<file path="config.mk">
export PLATFORM = sky130hd
export DESIGN_NAME = sleep_wake_ctrl
export DESIGN_NICKNAME = d
export VERILOG_FILES = /design/src/rtl/pm_pkg.sv /design/src/rtl/pm_wake_status.sv /design/src/rtl/pm_wake_qual.sv /design/src/rtl/pm_seq.sv /design/src/rtl/sleep_wake_ctrl.sv
export SDC_FILE = /design/constraint.sdc
export NUM_CORES = 1
export LEC_CHECK = 0
export ABC_AREA = 1
export ABC_CLOCK_PERIOD_IN_PS = 2400
export BUFFER_PORTS_ARGS = -buffer_cell sky130_fd_sc_hd__clkbuf_2
export CORE_MARGIN = 4
export CORE_UTILIZATION = 46
export CTS_CLUSTER_SIZE = 40
export DETAILED_ROUTE_END_ITERATION = 16
export PLACE_DENSITY = 0.85
export SLEW_MARGIN = 40
export SYNTH_ARGS = -nofsm -noshare
export SYNTH_HDL_FRONTEND = slang
export SYNTH_SLANG_ARGS = --single-unit
export TNS_END_PERCENT = 50
</file>
<file path="constraint.sdc">
create_clock -name clk -period 2.4 [get_ports clk]
set_clock_uncertainty 0.15 [all_clocks]
set_input_delay 0.72 -clock clk [delete_from_list [all_inputs] [get_ports clk]]
set_output_delay 0.72 -clock clk [all_outputs]
set_load 0.01 [all_outputs]
</file>
<file path="src/rtl/pm_pkg.sv">
package pm_pkg;
  typedef enum logic [2:0] {
    ST_S0 = 3'd0,
    ST_S1 = 3'd1,
    ST_S3 = 3'd3,
    ST_S4 = 3'd4,
    ST_S5 = 3'd5
  } pm_state_e;

  localparam logic [1:0] REQ_S5 = 2'd3;

  function automatic pm_state_e req_to_state(input logic [1:0] req);
    case (req)
      2'd0:    return ST_S1;
      2'd1:    return ST_S3;
      2'd2:    return ST_S4;
      default: return ST_S5;
    endcase
  endfunction
endpackage

</file>
<file path="src/rtl/pm_wake_status.sv">
module pm_wake_status #(
  parameter int NSRC = 25
) (
  input  logic            clk,
  input  logic            rst_n,
  input  logic [NSRC-1:0] src,
  input  logic [NSRC-1:0] clr,
  output logic [NSRC-1:0] sts
);
  logic [NSRC-1:0] src_q;
  logic [NSRC-1:0] rise;

  assign rise = src & ~src_q;

  always_ff @(posedge clk or negedge rst_n) begin
    if (!rst_n) begin
      src_q <= '0;
      sts   <= '0;
    end else begin
      src_q <= src;
      sts   <= (sts & ~clr) | rise;
    end
  end
endmodule

</file>
<file path="src/rtl/pm_wake_qual.sv">
module pm_wake_qual
  import pm_pkg::*;
#(
  parameter int NGPI = 16,
  parameter int NUSB = 4,
  parameter int NPME = 2,
  localparam int NSRC = 3 + NGPI + NUSB + NPME
) (
  input  logic [NSRC-1:0] sts,
  input  logic [NSRC-1:1] en,
  input  logic [NGPI-1:0] core_well,
  input  pm_state_e       state,
  input  logic            s5_fail,
  output logic            wake_hit
);
  localparam int GPI_LO = 2;
  localparam int PME_LO = GPI_LO + NGPI + NUSB + 1;

  logic [NSRC-1:0] gate;
  logic core_off;
  logic pme_block;

  assign core_off  = (state != ST_S1);
  assign pme_block = (state == ST_S5) && s5_fail;

  for (genvar i = 0; i < NSRC; i++) begin : g_src
    if (i == 0) begin : g_btn
      assign gate[i] = 1'b1;
    end else if (i >= GPI_LO && i < GPI_LO + NGPI) begin : g_gpi
      assign gate[i] = en[i] & ~(core_well[i-GPI_LO] & core_off);
    end else if (i >= PME_LO) begin : g_pme
      assign gate[i] = en[i] & ~pme_block;
    end else begin : g_plain
      assign gate[i] = en[i];
    end
  end

  assign wake_hit = |(sts & gate);
endmodule

</file>
<file path="src/rtl/pm_seq.sv">
module pm_seq
  import pm_pkg::*;
(
  input  logic       clk,
  input  logic       rst_n,
  input  logic       go,
  input  logic [1:0] req,
  input  logic       fail_in,
  input  logic       cpuslp_cfg,
  input  logic       wake_hit,
  input  logic       batt_low,
  input  logic       wak_clr,
  output pm_state_e  state,
  output logic       s5_fail,
  output logic       wak_sts,
  output logic       stpclk_n,
  output logic       cpuslp_n,
  output logic       slp_s3_n,
  output logic       slp_s4_n,
  output logic       slp_s5_n
);
  logic do_wake;

  assign do_wake = (state != ST_S0) && wake_hit && !batt_low;

  always_ff @(posedge clk or negedge rst_n) begin
    if (!rst_n) begin
      state   <= ST_S0;
      s5_fail <= 1'b0;
      wak_sts <= 1'b0;
    end else begin
      if (state == ST_S0 && go) begin
        state   <= req_to_state(req);
        s5_fail <= (req == REQ_S5) && fail_in;
      end else if (do_wake) begin
        state   <= ST_S0;
      end
      wak_sts <= do_wake | (wak_sts & ~wak_clr);
    end
  end

  always_comb begin
    stpclk_n = 1'b1;
    cpuslp_n = 1'b1;
    slp_s3_n = 1'b1;
    slp_s4_n = 1'b1;
    slp_s5_n = 1'b1;
    case (state)
      ST_S1: begin
        stpclk_n = 1'b0;
        cpuslp_n = ~cpuslp_cfg;
      end
      ST_S3: slp_s3_n = 1'b0;
      ST_S4: begin
        slp_s3_n = 1'b0;
        slp_s4_n = 1'b0;
      end
      ST_S5: begin
        slp_s3_n = 1'b0;
        slp_s4_n = 1'b0;
        slp_s5_n = 1'b0;
      end
      default: ;
    endcase
  end
endmodule

</file>
<file path="src/rtl/sleep_wake_ctrl.sv">
module sleep_wake_ctrl
  import pm_pkg::*;
#(
  parameter int NGPI = 16,
  parameter int NUSB = 4,
  parameter int NPME = 2,
  localparam int NSRC = 3 + NGPI + NUSB + NPME
) (
  input  logic            clk,
  input  logic            rst_n,
  input  logic            sleep_go,
  input  logic [1:0]      sleep_req,
  input  logic            pwr_fail_entry,
  input  logic            cpuslp_cfg,
  input  logic            batt_low,
  input  logic [NSRC-1:0] wake_src,
  input  logic [NSRC-1:1] wake_en,
  input  logic [NGPI-1:0] core_well,
  input  logic [NSRC-1:0] sts_clr,
  input  logic            wak_clr,
  output logic            stpclk_n,
  output logic            cpuslp_n,
  output logic            slp_s3_n,
  output logic            slp_s4_n,
  output logic            slp_s5_n,
  output logic [2:0]      pm_state,
  output logic [NSRC-1:0] wake_sts,
  output logic            wak_sts
);
  pm_state_e st;
  logic      s5_fail;
  logic      wake_hit;

  pm_wake_status #(.NSRC(NSRC)) u_status (
    .clk   (clk),
    .rst_n (rst_n),
    .src   (wake_src),
    .clr   (sts_clr),
    .sts   (wake_sts)
  );

  pm_wake_qual #(.NGPI(NGPI), .NUSB(NUSB), .NPME(NPME)) u_qual (
    .sts       (wake_sts),
    .en        (wake_en),
    .core_well (core_well),
    .state     (st),
    .s5_fail   (s5_fail),
    .wake_hit  (wake_hit)
  );

  pm_seq u_seq (
    .clk        (clk),
    .rst_n      (rst_n),
    .go         (sleep_go),
    .req        (sleep_req),
    .fail_in    (pwr_fail_entry),
    .cpuslp_cfg (cpuslp_cfg),
    .wake_hit   (wake_hit),
    .batt_low   (batt_low),
    .wak_clr    (wak_clr),
    .state      (st),
    .s5_fail    (s5_fail),
    .wak_sts    (wak_sts),
    .stpclk_n   (stpclk_n),
    .cpuslp_n   (cpuslp_n),
    .slp_s3_n   (slp_s3_n),
    .slp_s4_n   (slp_s4_n),
    .slp_s5_n   (slp_s5_n)
  );

  assign pm_state = st;
endmodule

</file>
==> out/metrics.cfg, run 1 <==
[outcome]
status=completed

[power]
power_density_nw_per_um2=757
ir_worst_vdd_mv=0.542
leakage_nw=1.89

[worst_setup_path]
path_max_fanout=17
reg2reg_from=u_seq.state[2]
rrSetupSlack_ns=0.63
r2r_end=u_seq.state[0]
crit_start=u_seq.state[2]
endpoint=stpclk_n
cp_data_arrival_time_ns=1.34
critPathKind=register to output port
cp-start-kind=register
endpoint_kind=output port
reg2regPathDepth=12
worstPathRequired_ns=1.53

[synth]
muxShareOfSynthArea_pct=0
synthDistinctLibCells=15
synth_compound_area_share_pct=8.48
synth-xor-area-share_pct=0
synth_seq_cells=55
avgSynthCellArea_um2=9.05
synth_top_family_by_area=simple AND/OR/NAND/NOR gates
ys_seq_area_share_pct=62.6
synthSimpleGateAreaFrac_pct=16.7
synthCells=243
syn_area_um2=2200
yosys_warnings=0
synthAdderAreaFrac_pct=0
synth_nets=342

[finish]
final_net_count=482
fillers=379
syn2layout_area_growth_pct=38.3
drive_gt1_share_pct=37.8
insertedDiodeCount=0

[cts]
postCtsSetupRepairBufs=0
cts.sinks=55
clock-root-buffer=clkbuf_8
numCtsBuffers=5
clockBufferDepth=2
holdBufCountCts=0
clk_pin_slew_ns=0.09
clock_latency_ns=0.29
postCtsResizedCells=0
htree_levels=2
tritoncts=built

[floorplan]
start_util_pct=48.8
die_h_um=77.2
die_x_um=77.2
rows=24
core_um2=4500
die_area_um2=5950
num_io_pins=133

[global_routing]
grt_first_pass_wirelength_mm=8.80
grt_max_degree=22
grt.overflow.total=0
grt_pass1_vias=2013
antenna_found_initial=0
track_usage_pct=18.1

[routing]
viasPerCell=4.51
ant_nets=0
routedWlPerCell_um=11.7
drt-initial-drc-count=32
first_pass_iters=4
route.detailed.drc=0
routed_wirelength_mm=5.11
vias=1966

[sta]
grt_setup_unrepaired=no
slew_headroom_pct=65.1
finalMaxSlewViolations=0
tns_ns=0
worstMarginPinSlew_ns=0.524
clock.fmax_ghz=0.452
setup_viol=0
finalHoldViolCount=0
fin_crit_sh_pct=92.2
layout_min_cycle_time_ns=2.21
holdWs_ns=0.235

[worst_hold_path]
hp-class=input port to asynchronous set/reset pin

[place]
hpwl_mm=4.32
gp_congestion=0.739
portBuffers=132

[run]
maxCapViolCount=0

## synthesized netlist by cell type
master    n  area share (%)
nor2_1    5            0.85
nor2_2    1            0.28
o22ai_1  25             7.1
o21ai_1   1            0.23
and3_1    1            0.28
inv_1    68              12
nand2_4   1            0.51
a21oi_1   1            0.23
o21ai_0   4            0.91
buf_8     1            0.68
nand2_1  66              11
dfrtp_1  55              63
nand4_1   4             1.1
nand3_1   9             2.0
nand2_2   1            0.28
## worst min path at each step
stage | depth (start not counted) | endpoint
after detailed placement | 1 | u_status.sts[16]
after CTS | 1 | u_status.sts[15]
after global routing | 1 | u_status.sts[20]
final | 1 | u_status.src_q[11]
after global placement | 1 | u_status.sts[24]
after floorplan | 1 | u_status.sts[0]
## through the flow
step / std cells / worst slack [ns] / cell area, um^2 / total power, W / utilization, %
final: 436 / 0.186 / 3040 / 0.00230 / 67.6
after global routing: 436 / 0.0780 / 3040 / 0.00247 / 67.6
after CTS: 436 / 0.178 / 3040 / 0.00233 / 67.6
after detailed placement: 428 / 0.520 / 2930 / 0.00172 / 64.9
after global placement: 428 / 0.533 / 2930 / 0.00170 / 64.9
after floorplan: 243 / 0.641 / 2200 / 0.00146 / -
## where the power goes
| group | leakage [nW] | internal (W) | switching [W] |
|---|---|---|---|
| clock network | 0.0612 | 0.000338 | 0.000270 |
| registers | 0.659 | 0.00102 | 0.0000895 |
| logic | 1.17 | 0.000242 | 0.000340 |
## cell families after synthesis
group / after synthesis
AOI/OAI and AO/OA: 31
buffers and inverters: 69
DFF: 55
and+or+nand+nor: 88
## cell usage in the layout (no fill, tap or decap), types with 2 or more instances in the layout
cell type  netlist  final
clkbuf_2         0    132
inv_1           68     68
nand2_1         66     66
dfrtp_1         55     55
o22ai_1         25     25
nand3_1          9      9
clkbuf_8         0      6
nor2_1           5      5
nand4_1          4      4
o21ai_0          4      4
buf_4            0      2
## sequential cells by signal (all words and copies together) (netlist names)
register	cells
u_status.sts	25
u_seq.wak_sts	1
u_seq.state	3
u_status.src_q	25
u_seq.s5_fail	1
## critical path, stage by stage (launching register included)
cell and delay (ns):
dfrtp_1 0.47, nor2_2 0.22, nand2_4 0.19, clkbuf_2 0.17
## final cells by class
cell class	count	area [um^2]	area share (%)
inverters	68	255	8.39
clock inverters	2	35.0	1.15
repair buffers	134	676	22.2
well taps	52	65.1	2.14
flip-flops and latches	55	1380	45.2
multi-input cells	119	553	18.2
clock buffers	6	82.6	2.71
## routing by layer
layer	global-route usage, %	routed length, um
met5	0	0
met4	5.34	56
met3	4.68	440
met2	31.9	2490
met1	21.8	2120
Note: power is estimated with default switching activity, not from simulation.
==> run 2, diff against run 1 <==
--- a/config.mk
+++ b/config.mk
@@ -9,10 +9,10 @@
 export ABC_CLOCK_PERIOD_IN_PS = 2400
 export BUFFER_PORTS_ARGS = -buffer_cell sky130_fd_sc_hd__clkbuf_2
 export CORE_MARGIN = 4
-export CORE_UTILIZATION = 46
+export CORE_UTILIZATION = 29
 export CTS_CLUSTER_SIZE = 40
 export DETAILED_ROUTE_END_ITERATION = 16
-export PLACE_DENSITY = 0.85
+export MAX_ROUTING_LAYER = met4
 export SLEW_MARGIN = 40
 export SYNTH_ARGS = -nofsm -noshare
 export SYNTH_HDL_FRONTEND = slang
==> out/metrics.cfg, run 2 (synthesis results as in run 1) <==
[outcome]
status=completed

[place]
gp_congestion=0.798
hpwl_mm=4.56
portBuffers=132
preCtsSetupSlack_ns=0.517

[sta]
finalHoldViolCount=0
finalMaxSlewViolations=0
slew_headroom_pct=80.0
fin_ws_ns=0.195
worstMarginPinSlew_ns=0.300
setup_viol=0
grt_setup_unrepaired=no
clock.fmax_ghz=0.454
fin_crit_sh_pct=91.9
tns_ns=0
layout_min_cycle_time_ns=2.20

[power]
leakage_nw=1.88
ir_worst_vdd_mv=0.294
power_density_nw_per_um2=728

[finish]
ff_latch_area_um2=1380
insertedDiodeCount=0
drive_gt1_share_pct=37.3
largestRegisters=u_status.src_q (25), u_status.sts (25), u_seq.state (3)
fillers=761
syn2layout_area_growth_pct=40.4
multi_input_area_um2=553
mostFrequentLayoutCell=clkbuf_2
layout_common_cells=132 x clkbuf_2, 68 x inv_1, 66 x nand2_1
final_net_count=481

[cts]
clk_pin_slew_ns=0.09
clockBufferDepth=2
htree_levels=2
clock-root-buffer=clkbuf_8
tritoncts=built
postCtsSetupRepairBufs=0
numCtsBuffers=5
clock_latency_ns=0.30
holdBufCountCts=0
postCtsResizedCells=0
cts.sinks=55

[global_routing]
grt_pass1_vias=1902
grt.overflow.total=0
antenna_found_initial=0
grt_max_degree=56
grt_first_pass_wirelength_mm=8.62
track_usage_pct=12.8

[worst_setup_path]
crit_path_max_incr_delay_ns=0.46
reg2regPathDepth=12
cp_slowest_cell=dfrtp_1
path_max_fanout=17
r2r_end=u_seq.state[0]
reg2reg_from=u_seq.state[2]
cp-start-kind=register
rrSetupSlack_ns=0.63
cp_data_arrival_time_ns=1.33
cp_cell_sequence=nor2_2 -> nand2_4 -> clkbuf_2
endpoint_kind=output port
critPathKind=register to output port
worstPathRequired_ns=1.53

[floorplan]
rows=31
die_x_um=95.1
core_um2=7330
die_h_um=95.1
num_io_pins=133
die_area_um2=9040
start_util_pct=30.0

[run]
maxCapViolCount=0

[routing]
route.detailed.drc=0
drt-initial-drc-count=57
routedWlPerCell_um=11.6
ant_nets=0
drt-met1-wl_mm=2.42
viasPerCell=4.01
dr_wl_met2_mm=2.62
first_pass_iters=4
vias=1934
routed_wirelength_mm=5.60
maxUsedRoutingLayer=met4
met3WireLength_um=500

[worst_hold_path]
hp-class=input port to asynchronous set/reset pin

run 2: cell count changes in the layout (fill, tap and decap cells not counted), sizes merged:
cell    previous run  this run
bufinv             1         0
buf                2         1
clkbuf           138       140
clkinv             1         0
run 2: area by class of cell:
type	instances	area share (%)
Timing Repair Buffer	133	22.0
Tap cell	99	4.01
Clock buffer	8	3.24
Sequential cell	55	44.6
Multi-Input combinational cell	119	17.9
Inverter	68	8.26
run 2: critical path, delay by kind of cell (launching register included):
| family | cells | cell delay [ns] |
|---|---|---|
| buf+inv | 1 | 0.17 |
| simple gates | 2 | 0.40 |
| flops | 1 | 0.46 |
run 2: worst max path at each step:
stage                    from  endpoint  slack, ns  cells after the start
6_report       u_seq.state[2]  stpclk_n       0.20                      3
5_1_grt        u_seq.state[2]  stpclk_n       0.09                      3
4_1_cts        u_seq.state[2]  stpclk_n       0.17                      3
3_5_place_dp   u_seq.state[2]  stpclk_n       0.52                      3
3_3_place_gp       cpuslp_cfg  cpuslp_n       0.52                      3
2_1_floorplan  u_seq.state[2]  stpclk_n       0.64                      3
run 2: layer usage:
metal	up-vias	GRT usage, %
met4	0	3.49
met3	7	3.79
met2	83	20.9
met1	822	15.6
met5	-	-
li1	1022	-
run 2: power by group:
part | internal, W | leakage [nW] | switching, W
clock | 0.000264 | 0.0515 | 0.000282
sequential | 0.00102 | 0.659 | 0.0000893
combinational | 0.000244 | 1.17 | 0.000345
total | 0.00153 | 1.88 | 0.000716
run 2: stage by stage:
| stage | cell area, um^2 | total power [W] | std cells | hold WS [ns] | util, % |
|---|---|---|---|---|---|
| final | 3090 | 0.00225 | 482 | 0.252 | 42.1 |
| after global routing | 3090 | 0.00242 | 482 | 0.274 | 42.1 |
| after CTS | 3090 | 0.00230 | 482 | 0.263 | 42.1 |
| after detailed placement | 2990 | 0.00173 | 474 | 0.260 | 40.8 |
| after global placement | 2990 | 0.00172 | 474 | 0.251 | 40.8 |
| after floorplan | 2200 | 0.00146 | 243 | 0.249 | - |
